--- src/rtl/pkg_idle_pkg.sv ---
package pkg_idle_pkg;
  localparam int REQ_W    = 3;
  localparam int STATE_W  = 4;
  localparam int THR_BASE = 2;
  localparam int N_THR    = 6;

  typedef enum logic [STATE_W-1:0] {
    PS_C0  = 4'd0,
    PS_C2  = 4'd1,
    PS_C3  = 4'd2,
    PS_C6  = 4'd3,
    PS_C7  = 4'd4,
    PS_C7S = 4'd5,
    PS_C8  = 4'd6,
    PS_C10 = 4'd7,
    PS_C2R = 4'd8
  } pstate_t;

  typedef enum logic [2:0] {
    M_ACT,
    M_SHAL,
    M_ENT,
    M_DEEP,
    M_EXIT,
    M_MEM
  } mode_t;
endpackage

--- src/rtl/pkg_idle_min_req.sv ---
module pkg_idle_min_req
  import pkg_idle_pkg::*;
#(
  parameter int N_CORES = 4
) (
  input  logic [REQ_W*N_CORES-1:0] core_req,
  input  logic                     gfx_idle,
  output logic [REQ_W-1:0]         min_req,
  output logic                     deep_ok
);
  // shallowest request across all cores
  always_comb begin
    min_req = '1;
    for (int c = 0; c < N_CORES; c++) begin
      if (core_req[c*REQ_W +: REQ_W] < min_req)
        min_req = core_req[c*REQ_W +: REQ_W];
    end
  end

  // deep package states need every core at C6 or deeper
  assign deep_ok = gfx_idle && (min_req >= REQ_W'(PS_C6));
endmodule

--- src/rtl/pkg_idle_thr.sv ---
module pkg_idle_thr
  import pkg_idle_pkg::*;
#(
  parameter int LTR_W = 8
) (
  input  logic                   clk,
  input  logic                   rst,
  input  logic                   cfg_we,
  input  logic [2:0]             cfg_addr,
  input  logic [LTR_W-1:0]       cfg_wdata,
  output logic [N_THR*LTR_W-1:0] thr_flat
);
  for (genvar s = 0; s < N_THR; s++) begin : g_thr
    logic [LTR_W-1:0] thr_q;

    always_ff @(posedge clk) begin
      if (rst)
        thr_q <= '0;
      else if (cfg_we && cfg_addr == 3'(s + THR_BASE))
        thr_q <= cfg_wdata;
    end

    assign thr_flat[s*LTR_W +: LTR_W] = thr_q;
  end
endmodule

--- src/rtl/pkg_idle_demote.sv ---
module pkg_idle_demote
  import pkg_idle_pkg::*;
#(
  parameter int LTR_W = 8
) (
  input  logic [REQ_W-1:0]       min_req,
  input  logic                   deep_ok,
  input  logic                   timer_near,
  input  logic [LTR_W-1:0]       ltr_val,
  input  logic [N_THR*LTR_W-1:0] thr_flat,
  output pstate_t                target
);
  // deepest state allowed by both the request and the latency tolerance
  always_comb begin
    target = PS_C0;
    if (deep_ok) begin
      target = PS_C2;
      if (!timer_near) begin
        for (int i = 0; i < N_THR; i++) begin
          if ((i + THR_BASE) <= int'(min_req) &&
              ltr_val >= thr_flat[i*LTR_W +: LTR_W])
            target = pstate_t'(STATE_W'(i + THR_BASE));
        end
      end
    end
  end
endmodule

--- src/rtl/pkg_idle_seq.sv ---
module pkg_idle_seq
  import pkg_idle_pkg::*;
#(
  parameter int N_CORES = 4,
  parameter int CID_W   = 2
) (
  input  logic               clk,
  input  logic               rst,
  input  pstate_t            target,
  input  logic               brk_valid,
  input  logic               brk_masked,
  input  logic [CID_W-1:0]   brk_core,
  input  logic               mem_busy,
  input  logic               hold_shallow,
  input  logic               pwr_ack,
  output logic [STATE_W-1:0] pkg_state,
  output logic               in_c2r,
  output logic               flush_full,
  output logic               flush_inc,
  output logic               deep_idle,
  output logic [N_CORES-1:0] core_wake
);
  mode_t   mode_q, mode_d, dest_q, dest_d;
  pstate_t ent_q, ent_d, prev_q, prev_d;
  logic    wake_u, wake_m;
  logic [N_CORES-1:0] wake_vec;

  assign wake_u = brk_valid && !brk_masked;
  assign wake_m = brk_valid && brk_masked;

  always_comb begin
    for (int c = 0; c < N_CORES; c++)
      wake_vec[c] = wake_u && (brk_core == CID_W'(c));
  end

  function automatic pstate_t st_of(mode_t m, pstate_t p);
    case (m)
      M_ACT:          return PS_C0;
      M_SHAL, M_MEM:  return PS_C2;
      M_ENT, M_EXIT:  return PS_C2R;
      default:        return p;
    endcase
  endfunction

  always_comb begin
    mode_d = mode_q;
    dest_d = dest_q;
    ent_d  = ent_q;
    prev_d = prev_q;
    case (mode_q)
      M_ACT: begin
        if (target != PS_C0 && !wake_u) mode_d = M_SHAL;
      end
      M_SHAL: begin
        if (wake_u || target == PS_C0) begin
          mode_d = M_ACT;
        end else if (!mem_busy && !hold_shallow && target != PS_C2) begin
          mode_d = M_ENT;
          ent_d  = target;
        end
      end
      M_ENT: begin
        if (wake_u)                   mode_d = M_ACT;
        else if (mem_busy || wake_m)  mode_d = M_SHAL;
        else if (pwr_ack) begin
          mode_d = M_DEEP;
          prev_d = ent_q;
        end
      end
      M_DEEP: begin
        if (wake_u) begin
          mode_d = M_EXIT;
          dest_d = M_ACT;
        end else if (mem_busy) begin
          mode_d = M_EXIT;
          dest_d = M_MEM;
        end else if (wake_m) begin
          mode_d = M_ENT;
          ent_d  = prev_q;
        end else if (target != prev_q) begin
          mode_d = M_EXIT;
          dest_d = M_SHAL;
        end
      end
      M_EXIT: mode_d = dest_q;
      M_MEM: begin
        if (wake_u)            mode_d = M_ACT;
        else if (mem_busy)     mode_d = M_MEM;
        else if (hold_shallow) mode_d = M_SHAL;
        else begin
          mode_d = M_ENT;
          ent_d  = prev_q;
        end
      end
      default: mode_d = M_ACT;
    endcase
  end

  always_ff @(posedge clk) begin
    if (rst) begin
      mode_q     <= M_ACT;
      dest_q     <= M_ACT;
      ent_q      <= PS_C0;
      prev_q     <= PS_C0;
      pkg_state  <= PS_C0;
      in_c2r     <= 1'b0;
      flush_full <= 1'b0;
      flush_inc  <= 1'b0;
      deep_idle  <= 1'b0;
      core_wake  <= '0;
    end else begin
      mode_q     <= mode_d;
      dest_q     <= dest_d;
      ent_q      <= ent_d;
      prev_q     <= prev_d;
      pkg_state  <= st_of(mode_d, prev_d);
      in_c2r     <= (mode_d == M_ENT) || (mode_d == M_EXIT);
      flush_full <= (mode_d == M_ENT) &&
                    (ent_d == PS_C7S || ent_d == PS_C8 || ent_d == PS_C10);
      flush_inc  <= (mode_d == M_ENT) && (ent_d == PS_C7);
      deep_idle  <= (mode_d == M_DEEP) && (prev_d == PS_C10);
      core_wake  <= wake_vec;
    end
  end
endmodule

--- src/rtl/pkg_idle_ctrl.sv ---
module pkg_idle_ctrl
  import pkg_idle_pkg::*;
#(
  parameter int N_CORES = 4,
  parameter int LTR_W   = 8,
  parameter int CID_W   = (N_CORES > 1) ? $clog2(N_CORES) : 1
) (
  input  logic                     clk,
  input  logic                     rst,
  input  logic [REQ_W*N_CORES-1:0] core_req,
  input  logic                     gfx_idle,
  input  logic [LTR_W-1:0]         ltr_val,
  input  logic                     timer_near,
  input  logic                     brk_valid,
  input  logic                     brk_masked,
  input  logic [CID_W-1:0]         brk_core,
  input  logic                     mem_busy,
  input  logic                     hold_shallow,
  input  logic                     pwr_ack,
  input  logic                     cfg_we,
  input  logic [2:0]               cfg_addr,
  input  logic [LTR_W-1:0]         cfg_wdata,
  output logic [STATE_W-1:0]       pkg_state,
  output logic                     in_c2r,
  output logic                     flush_full,
  output logic                     flush_inc,
  output logic                     deep_idle,
  output logic [N_CORES-1:0]       core_wake
);
  logic [REQ_W-1:0]       min_req;
  logic                   deep_ok;
  logic [N_THR*LTR_W-1:0] thr_flat;
  pstate_t                target;

  pkg_idle_min_req #(.N_CORES(N_CORES)) u_min (
    .core_req (core_req),
    .gfx_idle (gfx_idle),
    .min_req  (min_req),
    .deep_ok  (deep_ok)
  );

  pkg_idle_thr #(.LTR_W(LTR_W)) u_thr (
    .clk       (clk),
    .rst       (rst),
    .cfg_we    (cfg_we),
    .cfg_addr  (cfg_addr),
    .cfg_wdata (cfg_wdata),
    .thr_flat  (thr_flat)
  );

  pkg_idle_demote #(.LTR_W(LTR_W)) u_dem (
    .min_req    (min_req),
    .deep_ok    (deep_ok),
    .timer_near (timer_near),
    .ltr_val    (ltr_val),
    .thr_flat   (thr_flat),
    .target     (target)
  );

  pkg_idle_seq #(.N_CORES(N_CORES), .CID_W(CID_W)) u_seq (
    .clk          (clk),
    .rst          (rst),
    .target       (target),
    .brk_valid    (brk_valid),
    .brk_masked   (brk_masked),
    .brk_core     (brk_core),
    .mem_busy     (mem_busy),
    .hold_shallow (hold_shallow),
    .pwr_ack      (pwr_ack),
    .pkg_state    (pkg_state),
    .in_c2r       (in_c2r),
    .flush_full   (flush_full),
    .flush_inc    (flush_inc),
    .deep_idle    (deep_idle),
    .core_wake    (core_wake)
  );
endmodule

--- config.mk ---
export PLATFORM = sky130hd
export DESIGN_NAME = pkg_idle_ctrl
export DESIGN_NICKNAME = d
export VERILOG_FILES = /design/src/rtl/pkg_idle_pkg.sv /design/src/rtl/pkg_idle_min_req.sv /design/src/rtl/pkg_idle_thr.sv /design/src/rtl/pkg_idle_demote.sv /design/src/rtl/pkg_idle_seq.sv /design/src/rtl/pkg_idle_ctrl.sv
export SDC_FILE = /design/constraint.sdc
export NUM_CORES = 1
export LEC_CHECK = 0
export ABC_CLOCK_PERIOD_IN_PS = 5800
export BUFFER_PORTS_ARGS = -buffer_cell sky130_fd_sc_hd__clkbuf_2
export CORE_ASPECT_RATIO = 2
export CORE_MARGIN = 2
export CORE_UTILIZATION = 42
export DETAILED_ROUTE_END_ITERATION = 6
export MAX_ROUTING_LAYER = met4
export PLACE_DENSITY = 0.69
export SYNTH_ARGS = -nofsm -noshare
export SYNTH_HDL_FRONTEND = slang
export SYNTH_SLANG_ARGS = --single-unit
export TNS_END_PERCENT = 50
--- constraint.sdc ---
create_clock -name clk -period 5.8 [get_ports clk]
set_clock_uncertainty 0.05 [all_clocks]
set_input_delay 0.58 -clock clk [delete_from_list [all_inputs] [get_ports clk]]
set_output_delay 0.58 -clock clk [all_outputs]
set_load 0.05 [all_outputs]
==> flow_summary.yaml <==
setup_path:
  cp.arrival_ns: 5.14
  path_cells: "clkbuf_2, inv_1, ha_1, o21bai_1, nand2_1, ha_1, and3b_1, o311ai_0, o31a_1, nand3_1, inv_1, ha_1, nor2_1, o21bai_1, a21oi_1, o31a_1, o211ai_2, nor4b_1, o31ai_1, a22oi_4, a31oi_4, nor4bb_1"
  critPathBufInv: 3
  crit_fanout: 9
  slowest_delay_ns: 0.38
  rr_worst_depth: 12
  crit_slowest_cell: "a21oi_1"
  cp-end-kind: "flip-flop"
  r2r_start: "u_thr.g_thr[5].thr_q[0]$_SDFFE_PP0P_"
  r2r-end: "u_seq.flush_full$_SDFF_PP0_"
  cp.required_ns: 5.99
  reg2reg_slack_ns: 2.36
  crit_family: "compound AO/OA/AOI/OAI gates"
  crit_path_start_kind: "primary input"
  cp_common_cell: "ha_1"
  path_class: "primary input to flip-flop"
clock_tree:
  path_clk_slew_ns: 0.06
  clock_latency_ns: 0.34
  cts_made_buffers: 9
  cts_tree: "yes"
  cts_root_buf: "clkbuf_16"
  clockBufferDepth: 2
  cts_resized: 0
  ctsHoldBuffers: 0
  htree_levels: 3
  cts_setup_buffers: 0
  clkSinkCount: 73
yosys:
  synth_top_area_cell: "dfxtp_1"
  syn-instance-count: 594
  synthFlopType: "dfxtp_1"
  syn-cell-area_mm2: 0.00467
  synth.net_count: 692
  synth_area_leaders: "dfxtp_1, ha_1, nand2_1, a21oi_1, inv_1"
  synth-warning-count: 0
  synth.yosys.seq_area_share: 0.313
  synth_edf_count: 0
  synth_common_cells: "nand2_1, dfxtp_1, a21oi_1"
  synth.distinct_cells: 66
  synth_seq_cells: 73
  yosysTopAreaCellShare: 0.313
  async_reset_ff_frac: 0
  syn_avg_cell_area_um2: 7.86
  synth.most_common_cell: "nand2_1"
power_and_ir_drop:
  irDropWorstVdd_mv: 0.245
  p_total_w: 0.00133
  power_density_mw_per_mm2: 247
  leakagePower_nw: 2.11
cells_and_area:
  antennaDiodeCount: 0
  utilization: 0.495
  fillers: 1074
  layout-drive-gt1-share: 0.135
  layout.nets: 745
  syn2layout_area_growth_pct: 15.3
timing:
  timing.final.crit_period_ns: 4.95
  timing.fmax_mhz: 202
  drv_slew: 0
  finalHoldViolCount: 0
  setup_slack_ns: 0.850
  relSlewSlack: 0.522
  setup_viol: 0
  post-route-period-util: 0.854
  fin_setup_tns_ns: 0
  worst_slew_pin_slew_ns: 0.717
  rsz0062_at_grt: "false"
  hold_ws_ns: 0.399
detailed_routing:
  firstDrtPassIters: 5
  drtAntennaViolNets: 0
  routed_wl_mm: 12.1
  drt_iter0_markers: 171
  vias: 4359
  drc: 0
  routedWlPerCell_um: 15.2
  vias_per_cell: 5.50
floorplan:
  boundaryPins: 55
  core_mm2: 0.0109
  rows: 54
  die_w_um: 78.6
  fp.dieH_um: 153
  dieArea_mm2: 0.0120
  initial_core_util: 0.429
global_routing:
  gr-usage-met3: 0.0407
  grt_max_degree: 70
  grtUsageMet1: 0.205
  antenna_found_initial: 0
  gr-total-overflow: 0
  grt_util_met2: 0.401
  grt_pass1_vias: 4477
  grtUsageTotal: 0.217
  grt-busiest-layer: "met2"
  grt_pass1_wl_mm: 20.2
worst_hold_path:
  min_from: "brk_core[0]"
  whs_endpoint: "u_seq.core_wake[2]$_SDFF_PP0_"
  hold_class: "primary input to flip-flop"
  hold_depth: 2
place:
  post-place-ws_ns: 0.493
  place.gp.congestion: 0.897
  io_buffers: 54
  post-dp-hpwl_mm: 9.43
run:
  drv_cap: 0
outcome:
  outcome: "completed"
final cells by class:
type	count	area [um^2]	area share
clock inverters	6	82.6	0.0153
multi-input cells	452	2950	0.548
clock buffers	10	229	0.0425
flip-flops and latches	73	1460	0.271
inverters	56	210	0.0390
repair buffers	55	278	0.0516
well taps	140	175	0.0325
report_power, final:
group	internal, W	switching, W	total [W]
Clock	0.000374	0.000211	0.000585
Combinational	0.0000886	0.000139	0.000228
Sequential	0.000511	0.00000567	0.000516
Total	0.000973	0.000356	0.00133
through the flow:
stage	area, um^2	std cells
2_1_floorplan	4670	594
3_3_place_gp	5070	776
3_5_place_dp	5070	776
4_1_cts	5380	792
5_1_grt	5380	792
6_report	5380	792
flip-flops by register name (all words and copies together) (netlist names):
| signal | count |
|---|---|
| u_seq.in_c2r | 1 |
| u_seq.pkg_state | 4 |
| u_seq.deep_idle | 1 |
| u_seq.ent_q | 4 |
| u_seq.flush_inc | 1 |
| u_seq.dest_q | 2 |
| u_seq.prev_q | 4 |
| u_seq.core_wake | 4 |
| u_seq.flush_full | 1 |
| u_thr.g_thr.thr_q | 48 |
| u_seq.mode_q | 3 |
routing by layer:
| metal | share of wire | vias up |
|---|---|---|
| met4 | 0.041 | 0 |
| met2 | 0.56 | 90 |
| met1 | 0.36 | 2034 |
| met3 | 0.032 | 34 |
| met5 | 0 | - |
| li1 | - | 2201 |
worst max path at each step:
stage | from | end | slack, ns | cells past startpoint
3_3_place_gp | core_req[2] | u_seq.flush_inc$_SDFF_PP0_ | 0.66 | 22
6_report | core_req[2] | u_seq.flush_full$_SDFF_PP0_ | 0.85 | 22
5_1_grt | core_req[2] | u_seq.flush_full$_SDFF_PP0_ | 0.39 | 22
2_1_floorplan | core_req[2] | u_seq.mode_q[2]$_SDFF_PP0_ | 1.11 | 21
3_5_place_dp | core_req[2] | u_seq.flush_full$_SDFF_PP0_ | 0.49 | 22
4_1_cts | core_req[2] | u_seq.flush_full$_SDFF_PP0_ | 0.82 | 22
cell families (layout without fill, tap and decap cells):
kind of cell,after synthesis,after routing,share of synthesized area
AND/OR/NAND/NOR,235,235,0.233
AO/OA/AOI/OAI,157,157,0.239
adder cells (fa/ha/maj),55,55,0.147
multiplexers,5,5,0.0118
flip-flops,73,73,0.313
buffers and inverters,69,127,0.0555
cell usage in the layout, fill, tap and decap left out, types with 10 or more instances in the layout:
cell type / count
clkbuf_2: 54
inv_1: 56
ha_1: 55
nor2_1: 38
a21oi_1: 62
o21ai_0: 10
nand2_1: 127
dfxtp_1: 73
nand2b_1: 14
nand3_1: 11
No activity file was read; power rests on OpenSTA's default activity.
